$ cat config.mk
export PLATFORM = sky130hd
export DESIGN_NAME = seq_door_lock
export DESIGN_NICKNAME = d
export VERILOG_FILES = /design/src/rtl/seq_door_lock_pkg.sv /design/src/rtl/lock_code_store.sv /design/src/rtl/lock_ctrl.sv /design/src/rtl/seq_door_lock.sv
export SDC_FILE = /design/constraint.sdc
export NUM_CORES = 1
export LEC_CHECK = 0
export BUFFER_PORTS_ARGS = -buffer_cell sky130_fd_sc_hd__buf_4
export CAP_MARGIN = 5
export CORE_AREA = 2 2 39 41
export CTS_CLUSTER_DIAMETER = 150
export DETAILED_ROUTE_END_ITERATION = 10
export DIE_AREA = 0 0 41 43
export HOLD_SLACK_MARGIN = 0.02
export PLACE_DENSITY_LB_ADDON = 0.2
export SYNTH_ARGS = -nofsm -noshare
export SYNTH_HDL_FRONTEND = slang
export SYNTH_HIERARCHICAL = 1
export SYNTH_SLANG_ARGS = --single-unit
$ cat constraint.sdc
create_clock -name clk -period 3.45 [get_ports clk]
set_clock_uncertainty 0.05 [all_clocks]
set_input_delay 0.69 -clock clk [delete_from_list [all_inputs] [get_ports clk]]
set_output_delay 0.69 -clock clk [all_outputs]
set_load 0.02 [all_outputs]
$ cat src/rtl/seq_door_lock_pkg.sv
package seq_door_lock_pkg;
  localparam int NUM_DIGITS = 3;
  localparam int STATE_W    = NUM_DIGITS + 1;
  typedef logic [STATE_W-1:0] lock_state_t;
  localparam lock_state_t ST_FIRST = 4'b0001;
  localparam lock_state_t ST_DEAD  = 4'b0000;
  localparam lock_state_t ST_OPEN  = 4'b1000;
endpackage

$ cat src/rtl/lock_code_store.sv
module lock_code_store #(
  parameter int DIGIT_W    = 4,
  parameter int NUM_DIGITS = 3
) (
  input  logic                  clk,
  input  logic                  wr_en,
  input  logic [1:0]            wr_idx,
  input  logic [DIGIT_W-1:0]    wr_data,
  input  logic [NUM_DIGITS-1:0] sel,
  output logic [DIGIT_W-1:0]    picked
);
  logic [DIGIT_W-1:0] code_q [NUM_DIGITS];

  for (genvar g = 0; g < NUM_DIGITS; g++) begin : g_dig
    always_ff @(posedge clk)
      if (wr_en && (wr_idx == 2'(g))) code_q[g] <= wr_data;
  end

  always_comb begin
    picked = '0;
    for (int i = 0; i < NUM_DIGITS; i++)
      if (sel[i]) picked = picked | code_q[i];
  end
endmodule

$ cat src/rtl/lock_ctrl.sv
module lock_ctrl #(
  parameter int NUM_DIGITS = 3,
  localparam int STATE_W = NUM_DIGITS + 1
) (
  input  logic               clk,
  input  logic               clr,
  input  logic               strobe,
  input  logic               match,
  output logic [STATE_W-1:0] state
);
  import seq_door_lock_pkg::*;
  logic [STATE_W-1:0] nxt;

  always_comb begin
    nxt = state;
    if (strobe && state[NUM_DIGITS-1:0] != '0)
      nxt = match ? (state << 1) : '0;
  end

  always_ff @(posedge clk)
    if (clr) state <= STATE_W'(1);
    else     state <= nxt;
endmodule

$ cat src/rtl/seq_door_lock.sv
module seq_door_lock #(
  parameter int DIGIT_W    = 4,
  parameter int NUM_DIGITS = 3
) (
  input  logic                  clk,
  input  logic                  clr,
  input  logic                  strobe,
  input  logic [DIGIT_W-1:0]    entry,
  input  logic                  wr_en,
  input  logic [1:0]            wr_idx,
  input  logic [DIGIT_W-1:0]    wr_data,
  output logic [NUM_DIGITS-1:0] sel,
  output logic                  door_open
);
  localparam int STATE_W = NUM_DIGITS + 1;
  logic [STATE_W-1:0] state;
  logic [DIGIT_W-1:0] picked;
  logic               match;

  lock_code_store #(.DIGIT_W(DIGIT_W), .NUM_DIGITS(NUM_DIGITS)) u_store (
    .clk(clk), .wr_en(wr_en), .wr_idx(wr_idx), .wr_data(wr_data),
    .sel(sel), .picked(picked));

  assign match = (picked == entry);

  lock_ctrl #(.NUM_DIGITS(NUM_DIGITS)) u_ctrl (
    .clk(clk), .clr(clr), .strobe(strobe), .match(match), .state(state));

  assign sel       = state[NUM_DIGITS-1:0];
  assign door_open = state[NUM_DIGITS];
endmodule

==> results of run 1 <==
-- power groups by stage --
| stage | clock [W] | sequential (W) | combinational (W) |
|---|---|---|---|
| floorplan | 0 | 0.000224 | 0.0000135 |
| global placement | 0 | 0.000223 | 0.0000328 |
| detailed placement | 0 | 0.000224 | 0.0000334 |
| CTS | 0.000104 | 0.000219 | 0.0000335 |
| global route | 0.000109 | 0.000220 | 0.0000364 |
| finish | 0.000100 | 0.000219 | 0.0000327 |
-- through the flow --
stage	instances	hold slack, ns	total power (W)
floorplan	44	0.5028	0.0002372
global placement	77	0.4290	0.0002562
detailed placement	77	0.4366	0.0002570
CTS	81	0.4488	0.0003564
global route	81	0.4810	0.0003649
finish	81	0.4429	0.0003517
-- final timing paths --
kind              startpoint         endpoint  slack (ns)  cells past startpoint
max          u_ctrl/state[1]  u_ctrl/state[3]        1.65                      6
min          u_ctrl/state[3]  u_ctrl/state[3]        0.44                      2
max reg2reg  u_ctrl/state[1]  u_ctrl/state[3]        1.65                      6
min reg2reg  u_ctrl/state[3]  u_ctrl/state[3]        0.44                      2
-- Yosys cell counts, drive strengths merged --
master,n
nand3,3
edfxtp,12
nand2b,3
xor2,4
and3b,2
nor3b,1
a21o,1
a222oi,4
a21oi,2
or4b,1
dfxtp,4
a31oi,1
nor4,1
inv,5
-- state kept, by name, indices dropped and copies added (netlist names) --
name,flops
u_ctrl/state,4
u_store/code_q,12
-- layout make-up --
| cell class | instances | area (µm²) |
|---|---|---|
| Timing Repair Buffer | 17 | 127.6 |
| Fill cell | 119 | 569.3 |
| Inverter | 5 | 18.77 |
| Multi-Input combinational cell | 23 | 181.4 |
| Sequential cell | 16 | 440.4 |
| Tap cell | 16 | 20.02 |
| Clock buffer | 4 | 26.28 |
-- placed cells by master (no fill, tap or decap) --
cell type	Yosys	routed
dfxtp_1	4	4
or4b_1	1	1
a21o_2	1	1
nand3_1	3	3
nor4_2	1	1
nand2b_1	3	3
inv_1	5	5
a21oi_1	2	2
a222oi_1	4	4
xor2_1	4	4
edfxtp_1	12	12
buf_4	0	17
nor3b_1	1	1
a31oi_1	1	1
clkbuf_4	0	3
and3b_1	2	2
clkbuf_1	0	1
-- routing by layer --
metal,share of wire,wire length (µm)
met1,0.42,448
met2,0.47,500
met3,0.099,106
met4,0.013,14
met5,0,0
-- worst reg2reg max path, stage by stage (launching register included) --
cell      delay (ns)
dfxtp_1         0.39
a222oi_1        0.36
inv_1           0.09
xor2_1          0.16
nor4_2          0.41
nand3_1         0.13
a31oi_1         0.16
-- cell families (layout without fill, tap and decap cells) --
logic type | after synthesis | after routing
flip-flops | 16 | 16
AND/OR/NAND/NOR | 11 | 11
AO/OA/AOI/OAI | 8 | 8
buffers and inverters | 5 | 26
XOR/XNOR | 4 | 4
==> out/results.txt, run 1 <==
GRT overflow - 0
First-pass detailed-route iteration total - 4
Mapped cell area - 640.6 µm²
Drt via density - 5.370
CTS tree - built
Synth area leader - edfxtp_1
Net Sw Power - 0.00007368 W
Crit. End Element - register
Clock transition at path regs - 0.09 ns
XOR/XNOR share of the synthesized area - 0.05469
Largest net degree at the start of global routing - 10
Cell-internal power - 0.0002781 W
Starting Density - 0.4629
Mapped Nets - 58
Top cells by area, synth - edfxtp_1, dfxtp_1, a222oi_1, xor2_1, inv_1
Fmax - 556.9 MHz
Crit-path max cell delay - 0.41 ns
Worst VDD drop - 241.6 µV
CP delay by family, top - simple AND/OR/NAND/NOR gates
Routed WL - 1.069 mm
Post-Synthesis Cells - 44
Worst Path Required - 3.62 ns
Critical path's slowest cell - nor4_2
Die width - 41 µm
Cell Pwr Density - 431.8 nW/µm²
Sequential share of power - 0.623
Layout area overhead - 27.15%
Util after Layout - 0.5886
CTS max path bufs - 2
Slew margin rel. - 0.6105
Fin crit period - 1.796 ns
Row count - 14
Compound-Gate Fraction of Synth Area - 0.1016
GR Layer Usage met3 - 0.05236
First-pass GRT wire length - 1.697 mm
Max Cap Violations - 0
Share of power burned in the clock network - 0.284
RSZ-0062 raised after global routing - false
Post-synth top area share - 0.5625
Hold/Removal Path Class - register to register
Number of remaining DRC errors - 0
Synth unique cells - 14
Die area - 1763 µm²
Boundary Pins - 18
Logic gate share of total power - 0.093
Clock sinks - 16
Routed len/inst - 13.20 µm
Hold Violations, Final - 0
Met2 GRT Util - 0.2313
Sequential cell area fraction in the yosys report - 0.6875
Chip height - 43 µm
Synth Area per Inst - 14.56 µm²
CTS Root Buffer Type - clkbuf_4
Max H-tree Level - 1
Starting DRT DRC Count - 24
Vias in the first global route - 406
Crit path cell chain - a222oi_1 > inv_1 > xor2_1 > nor4_2 > nand3_1 > a31oi_1
Total GRT Usage - 0.1468
Critical path fanouts, max - 8
Top Usage Layer GRT - met2
Worst Max-Slew Pin Slew - 0.5831 ns
Setup total negative slack - 0 ns
Met1 usage - 0.1738
Port Buf Inserts - 17
Core ar. - 1384 µm²
Worst path bufs/invs - 1
GPL Wtd Cong - 0.6139
Critical Path AT - 1.96 ns
CTS Buf Count - 3
Cts hold-fix bufs - 0
Leak Pwr - 0.3349 nW
Clk_lat worst skew - 0.28 ns
Final Max Tran Viols - 0
Synth Area in Adders - 0
Mux share of post-synthesis cell area - 0
DRT antenna net count - 0
Flops & latches, synth - 16
Post-route setup slack - 1.654 ns
YS warnings - 6
Switching Share - 0.2095
Nets - 80
Post-CTS Setup Bufs - 0
Synth Area in Simple Gates - 0.1270
Placed Area - 788.3 µm²
Final setup viols - 0
Post-route cell area - 814.5 µm²
Antenna violations before repair - 0
Layout cells sized above 1 - 0.3385
Dpl ws - 1.639 ns
Crit path kind - register to register
Antenna cells - 0
Startpoint types - register
Outcome - completed
Via Count - 435
Tcrit/Tclk final - 0.5205
PostCTS Resize Cnt - 0
Largest family of logic cells by synthesized area - simple AND/OR/NAND/NOR gates
(Power assumes the default switching activity.)
==> inputs of run 2 (changes only) <==
- CORE_AREA: 2 2 39 41 -> unset
- CORE_MARGIN: unset -> 2
- CORE_UTILIZATION: unset -> 43
- DIE_AREA: 0 0 41 43 -> unset
- clock period: 3.45 -> 1.6 ns (I/O delays scaled with it)
==> run 2 against run 1 <==
Against the previous run: the run now ends with negative setup slack left; sequential share of layout area fell by 2.6 points; utilization rose by 5.1 points; worst setup slack got worse by 1.8 ns; critical path depth did not move; first-iteration DRC count fell by 21%; die area rose by 2.9%; non-clock buffer count rose by 4; sequential power rose by 120%; critical path type unchanged.
==> out/results.txt, run 2 (synthesized netlist as in run 1, its figures left out) <==
Outcome - finished, violations left
Failing checks - negative setup slack
# placed instances - 80 (+3.9%)
First-pass detailed-route iteration total - 7 (+3)
Clock transition at path regs - 0.09 ns (about the same)
Die width - 42.60 µm (+3.9%)
GPL Wtd Cong - 0.7901 (+29%)
Crit path kind - register to register
WHS - 0.1739 ns (-0.2690 ns)
Clock sinks - 16 (unchanged)
Layout cells sized above 1 - 0.4348 (+0.09632)
Worst Max-Slew Pin Slew - 0.2824 ns (-0.3007 ns)
Hold/Removal Path Class - input port to register
Routed len/inst - 14.33 µm (+8.6%)
CTS tree - built
Top reg by flops - u_store/code_q
Final HPWL DP - 942.9 µm
Routed WL - 1.204 mm (+13%)
Boundary Pins - 18 (unchanged)
Row count - 13 (-1)
Clk_lat worst skew - 0.28 ns (about the same)
Vias in the first global route - 438 (+7.9%)
RSZ-0062 raised after global routing - true
Regs by FF count - u_store/code_q (12), u_ctrl/state (4)
Antenna violations before repair - 0 (unchanged)
Most common cell after layout, fill and taps aside - buf_4
Fin crit period - 1.714 ns (-0.08125 ns)
Critical path fanouts, max - 3 (-5)
Hold Violations, Final - 0 (unchanged)
CTS max path bufs - 2 (unchanged)
Starting Density - 0.4745 (+0.01158)
Nets - 84 (+5.0%)
DRT antenna net count - 0 (unchanged)
Worst Path Required - 1.75 ns (-1.87 ns)
Core ar. - 1350 µm² (-2.4%)
Total GRT Usage - 0.1616 (+0.01471)
Max Cap Violations - 0 (unchanged)
Slew margin rel. - 0.8117 (+0.2013)
Leak Pwr - 0.3593 nW (+7.3%)
Commonest non-fill, non-tap cells in the layout - buf_4, edfxtp_1, inv_1, a222oi_1
GRT overflow - 0 (unchanged)
Final setup viols - 3 (+3)
Die area - 1814 µm² (+2.9%)
Largest net degree at the start of global routing - 10 (unchanged)
Tcrit/Tclk final - 1.072 (+0.5510)
Max H-tree Level - 1 (unchanged)
Antenna cells - 0 (unchanged)
Crit. End Element - register
Fmax - 583.3 MHz (+4.7%)
CTS Buf Count - 3 (unchanged)
Cell Pwr Density - 887.8 nW/µm² (+110%)
Drt via density - 5.357 (-0.25%)
Number of remaining DRC errors - 0 (unchanged)
Final non-filler cell total - 84 (+3.7%)
Via Count - 450 (+3.4%)
Startpoint types - register
Starting DRT DRC Count - 19 (-21%)
Max reg flops - 12 (unchanged)
Worst VDD drop - 542.2 µV (+120%)
Chip height - 42.60 µm (-0.94%)
Final Max Tran Viols - 0 (unchanged)
Critical Path AT - 1.87 ns (-0.09 ns)
CTS Root Buffer Type - clkbuf_4
Layout area overhead - 34.77%
Post-route setup slack - -0.1144 ns (-1.769 ns)
Port Buf Inserts - 17 (unchanged)
First-pass GRT wire length - 2.111 mm (+24%)
# fillers - 114 (-4.2%)
-- run 2: cell count changes in the layout (fill, tap and decap cells not counted), sizes merged --
cell	previous run	this run
buf	17	21
clkbuf	4	3
clkinv	0	1
-- run 2: power by group --
part | switching, W | total [W] | internal [W]
Sequential | 0.00000715 | 0.000471 | 0.000464
Combinational | 0.0000404 | 0.0000856 | 0.0000452
Clock | 0.000119 | 0.000209 | 0.0000904
-- run 2: path summary, 6_finish.rpt --
path,startpoint,cells past startpoint,slack [ns],to
setup reg to reg,u_store/code_q[0][7],6,-0.11,u_ctrl/state[3]
hold / removal,wr_data[0],1,0.17,u_store/code_q[0][4]
setup / recovery,u_store/code_q[0][7],6,-0.11,u_ctrl/state[3]
hold reg to reg,u_ctrl/state[3],2,0.47,u_ctrl/state[3]
-- run 2: routing by layer --
metal,track usage,vias to the layer above,routed length (µm)
met3,0.04310,0,84
met2,0.2492,19,584
li1,-,221,-
met4,0.07500,0,0
met5,0,-,0
met1,0.2105,210,535
-- run 2: through the flow --
stage	cell area, µm²	util	setup TNS [ns]	total power (W)	setup slack, ns
after floorplan	644.4	-	0	0.0005119	0.004898
after global placement	820.8	0.6080	-0.2369	0.0005582	-0.1147
after CTS	847.1	0.6274	-0.2507	0.0007641	-0.09397
after detailed placement	820.8	0.6080	-0.2670	0.0005600	-0.1230
final	863.3	0.6395	-0.2806	0.0007665	-0.1144
after global routing	863.3	0.6395	-0.6424	0.0008060	-0.2177
-- run 2: cell type report --
class / instances / area, µm² / share of cell area
well taps: 15 / 18.77 / 0.02174
flip-flops and latches: 16 / 444.2 / 0.5145
clock inverters: 1 / 3.754 / 0.004348
inverters: 5 / 18.77 / 0.02174
repair buffers: 21 / 157.7 / 0.1826
multi-input cells: 23 / 197.7 / 0.2290
clock buffers: 3 / 22.52 / 0.02609
-- run 2: what timing repair did --
item	in CTS	in global routing
cloned	0	0
resized for setup	0	2
hold buffers	0	0
pin swaps	5	7
endpoints found under the setup margin	3	3
buffers inserted	0	0
-- run 2: worst max-delay path, cell delays in order (launching register included) --
cell and delay (ns):
edfxtp_1 0.40, a222oi_1 0.33, inv_1 0.12, xor2_2 0.17, nor4_4 0.31, nand3_1 0.12
a31oi_1 0.15
==> inputs of run 3 (changes only) <==
- GPL_TIMING_DRIVEN: unset -> 0
==> run 3 against run 2 <==
Against the previous run: the run still ends with negative setup slack left; clock power about the same; total power down 1.7%; hold slack got worse by 0.0093 ns; design area is 2.5% lower; via count rose by 0.89%; register-to-register slack hardly changed; flip-flop and latch count unchanged; utilization shrank 1.6 points; largest cell class unchanged.
==> out/results.txt, run 3 (synthesized netlist as in run 1, its figures left out) <==
Worst Max-Slew Pin Slew - 0.6866 ns (+0.4042 ns)
Commonest non-fill, non-tap cells in the layout - buf_4, edfxtp_1, inv_1, xor2_1, a222oi_1
First-pass GRT wire length - 1.759 mm (-17%)
GRT overflow - 0 (unchanged)
Core ar. - 1350 µm² (unchanged)
Antenna violations before repair - 0 (unchanged)
Die area - 1814 µm² (unchanged)
CTS tree - built
Antenna cells - 0 (unchanged)
# fillers - 122 (+7.0%)
CTS Buf Count - 3 (unchanged)
Layout cells sized above 1 - 0.4328 (-0.001947)
Worst VDD drop - 552.3 µV (+1.9%)
Final HPWL DP - 793.6 µm (-16%)
Vias in the first global route - 418 (-4.6%)
Final Max Tran Viols - 0 (unchanged)
Hold Violations, Final - 0 (unchanged)
Critical Path AT - 1.88 ns (about the same)
CTS Root Buffer Type - clkbuf_4
GPL Wtd Cong - 0.6860 (-13%)
Tcrit/Tclk final - 1.072 (about the same)
Critical path fanouts, max - 3 (unchanged)
Most common cell after layout, fill and taps aside - buf_4
Crit-path max cell delay - 0.37 ns (-0.03 ns)
Crit path kind - register to register
Boundary Pins - 18 (unchanged)
First-pass detailed-route iteration total - 4 (-3)
Leak Pwr - 0.3473 nW (-3.3%)
CTS max path bufs - 2 (unchanged)
Post-route setup slack - -0.1148 ns (-0.0004300 ns)
Layout area overhead - 31.45%
Chip height - 42.60 µm (unchanged)
Nets - 82 (-2.4%)
Max Cap Violations - 0 (unchanged)
Failing checks - negative setup slack
Final total power - 0.0007533 W (-1.7%)
Crit path cell chain - a222oi_1 > inv_1 > xor2_1 > nor4_2 > buf_4 > nand3_1 > a21oi_2
Startpoint types - register
Clock transition at path regs - 0.09 ns (about the same)
# placed instances - 76 (-5.0%)
Final non-filler cell total - 82 (-2.4%)
Max reg flops - 12 (unchanged)
Crit. End Element - register
Cell Pwr Density - 894.6 nW/µm² (+0.76%)
Starting Density - 0.4745 (unchanged)
Critical path's slowest cell - edfxtp_1
Largest net degree at the start of global routing - 10 (unchanged)
Row count - 13 (unchanged)
Port Buf Inserts - 17 (unchanged)
Number of remaining DRC errors - 0 (unchanged)
Drt via density - 5.537 (+3.3%)
Fmax - 583.1 MHz (about the same)
Top reg by flops - u_store/code_q
RSZ-0062 raised after global routing - true
Max H-tree Level - 1 (unchanged)
Clock sinks - 16 (unchanged)
Slew margin rel. - 0.5413 (-0.2704)
Routed len/inst - 13.38 µm (-6.7%)
Hold/Removal Path Class - input port to register
Starting DRT DRC Count - 18 (-1)
Clk_lat worst skew - 0.28 ns (about the same)
Final setup viols - 3 (unchanged)
WHS - 0.1646 ns (-0.009343 ns)
Outcome - finished, violations left
Worst Path Required - 1.77 ns (+0.02 ns)
DRT antenna net count - 0 (unchanged)
Fin crit period - 1.715 ns (+0.0004300 ns)
Die width - 42.60 µm (unchanged)
Routed WL - 1.097 mm (-8.9%)
Via Count - 454 (+0.89%)
Total GRT Usage - 0.1391 (-0.02244)
Regs by FF count - u_store/code_q (12), u_ctrl/state (4)
run 3: changes by cell type in the layout (fill, tap and decap cells not counted), sizes merged:
cell,delta
buf,-2
run 3: path summary, 6_finish.rpt:
check | to | depth (start not counted) | slack [ns] | from
hold / removal | u_ctrl/state[2] | 2 | 0.16 | clr
setup reg to reg | u_ctrl/state[1] | 7 | -0.11 | u_store/code_q[0][5]
hold reg to reg | u_ctrl/state[3] | 2 | 0.46 | u_ctrl/state[3]
setup / recovery | u_ctrl/state[1] | 7 | -0.11 | u_store/code_q[0][5]
run 3: worst max-delay path, delay by kind of cell, from the launching register on:
family,cells,cell delay (ns)
compound gates,2,0.49
flops,1,0.37
simple gates,2,0.33
buf+inv,2,0.25
xor+xnor,1,0.15
run 3: layer usage:
layer	vias up	track usage	routed length, µm
met2	24	0.2185	515
met1	211	0.1694	470
met5	-	0	0
li1	217	-	-
met4	0	0.07500	19
met3	2	0.04310	93
run 3: cell type report:
type / count / area, µm² / share of cell area
Sequential cell: 16 / 446.7 / 0.5305
Clock inverter: 1 / 3.754 / 0.004458
Clock buffer: 3 / 22.52 / 0.02675
Inverter: 5 / 18.77 / 0.02229
Multi-Input combinational cell: 23 / 188.9 / 0.2244
Timing Repair Buffer: 19 / 142.6 / 0.1694
Tap cell: 15 / 18.77 / 0.02229
run 3: power breakdown:
group           total, W  switching, W  internal, W  leakage [nW]
combinational  0.0000739     0.0000330    0.0000409         0.188
clock           0.000208      0.000117    0.0000905        0.0154
sequential      0.000471    0.00000878     0.000463         0.144
total           0.000753      0.000159     0.000594         0.347
run 3: through the flow:
| step | TNS (ns) | cell area [µm²] | setup slack, ns | utilization |
|---|---|---|---|---|
| after floorplan | 0 | 644.4 | 0.004898 | - |
| after global placement | -0.4163 | 790.8 | -0.1662 | 0.5857 |
| after detailed placement | -0.5370 | 790.8 | -0.1951 | 0.5857 |
| after CTS | -0.2348 | 834.6 | -0.08339 | 0.6182 |
| after global routing | -0.7406 | 842.1 | -0.2585 | 0.6237 |
| final | -0.3364 | 842.1 | -0.1148 | 0.6237 |
run 3: what timing repair did:
| item | CTS | global route |
|---|---|---|
| resized for setup | 1 | 2 |
| setup buffers | 2 | 0 |
| hold buffers | 0 | 0 |
| pin swaps | 5 | 1 |
| setup endpoints to repair | 3 | 3 |
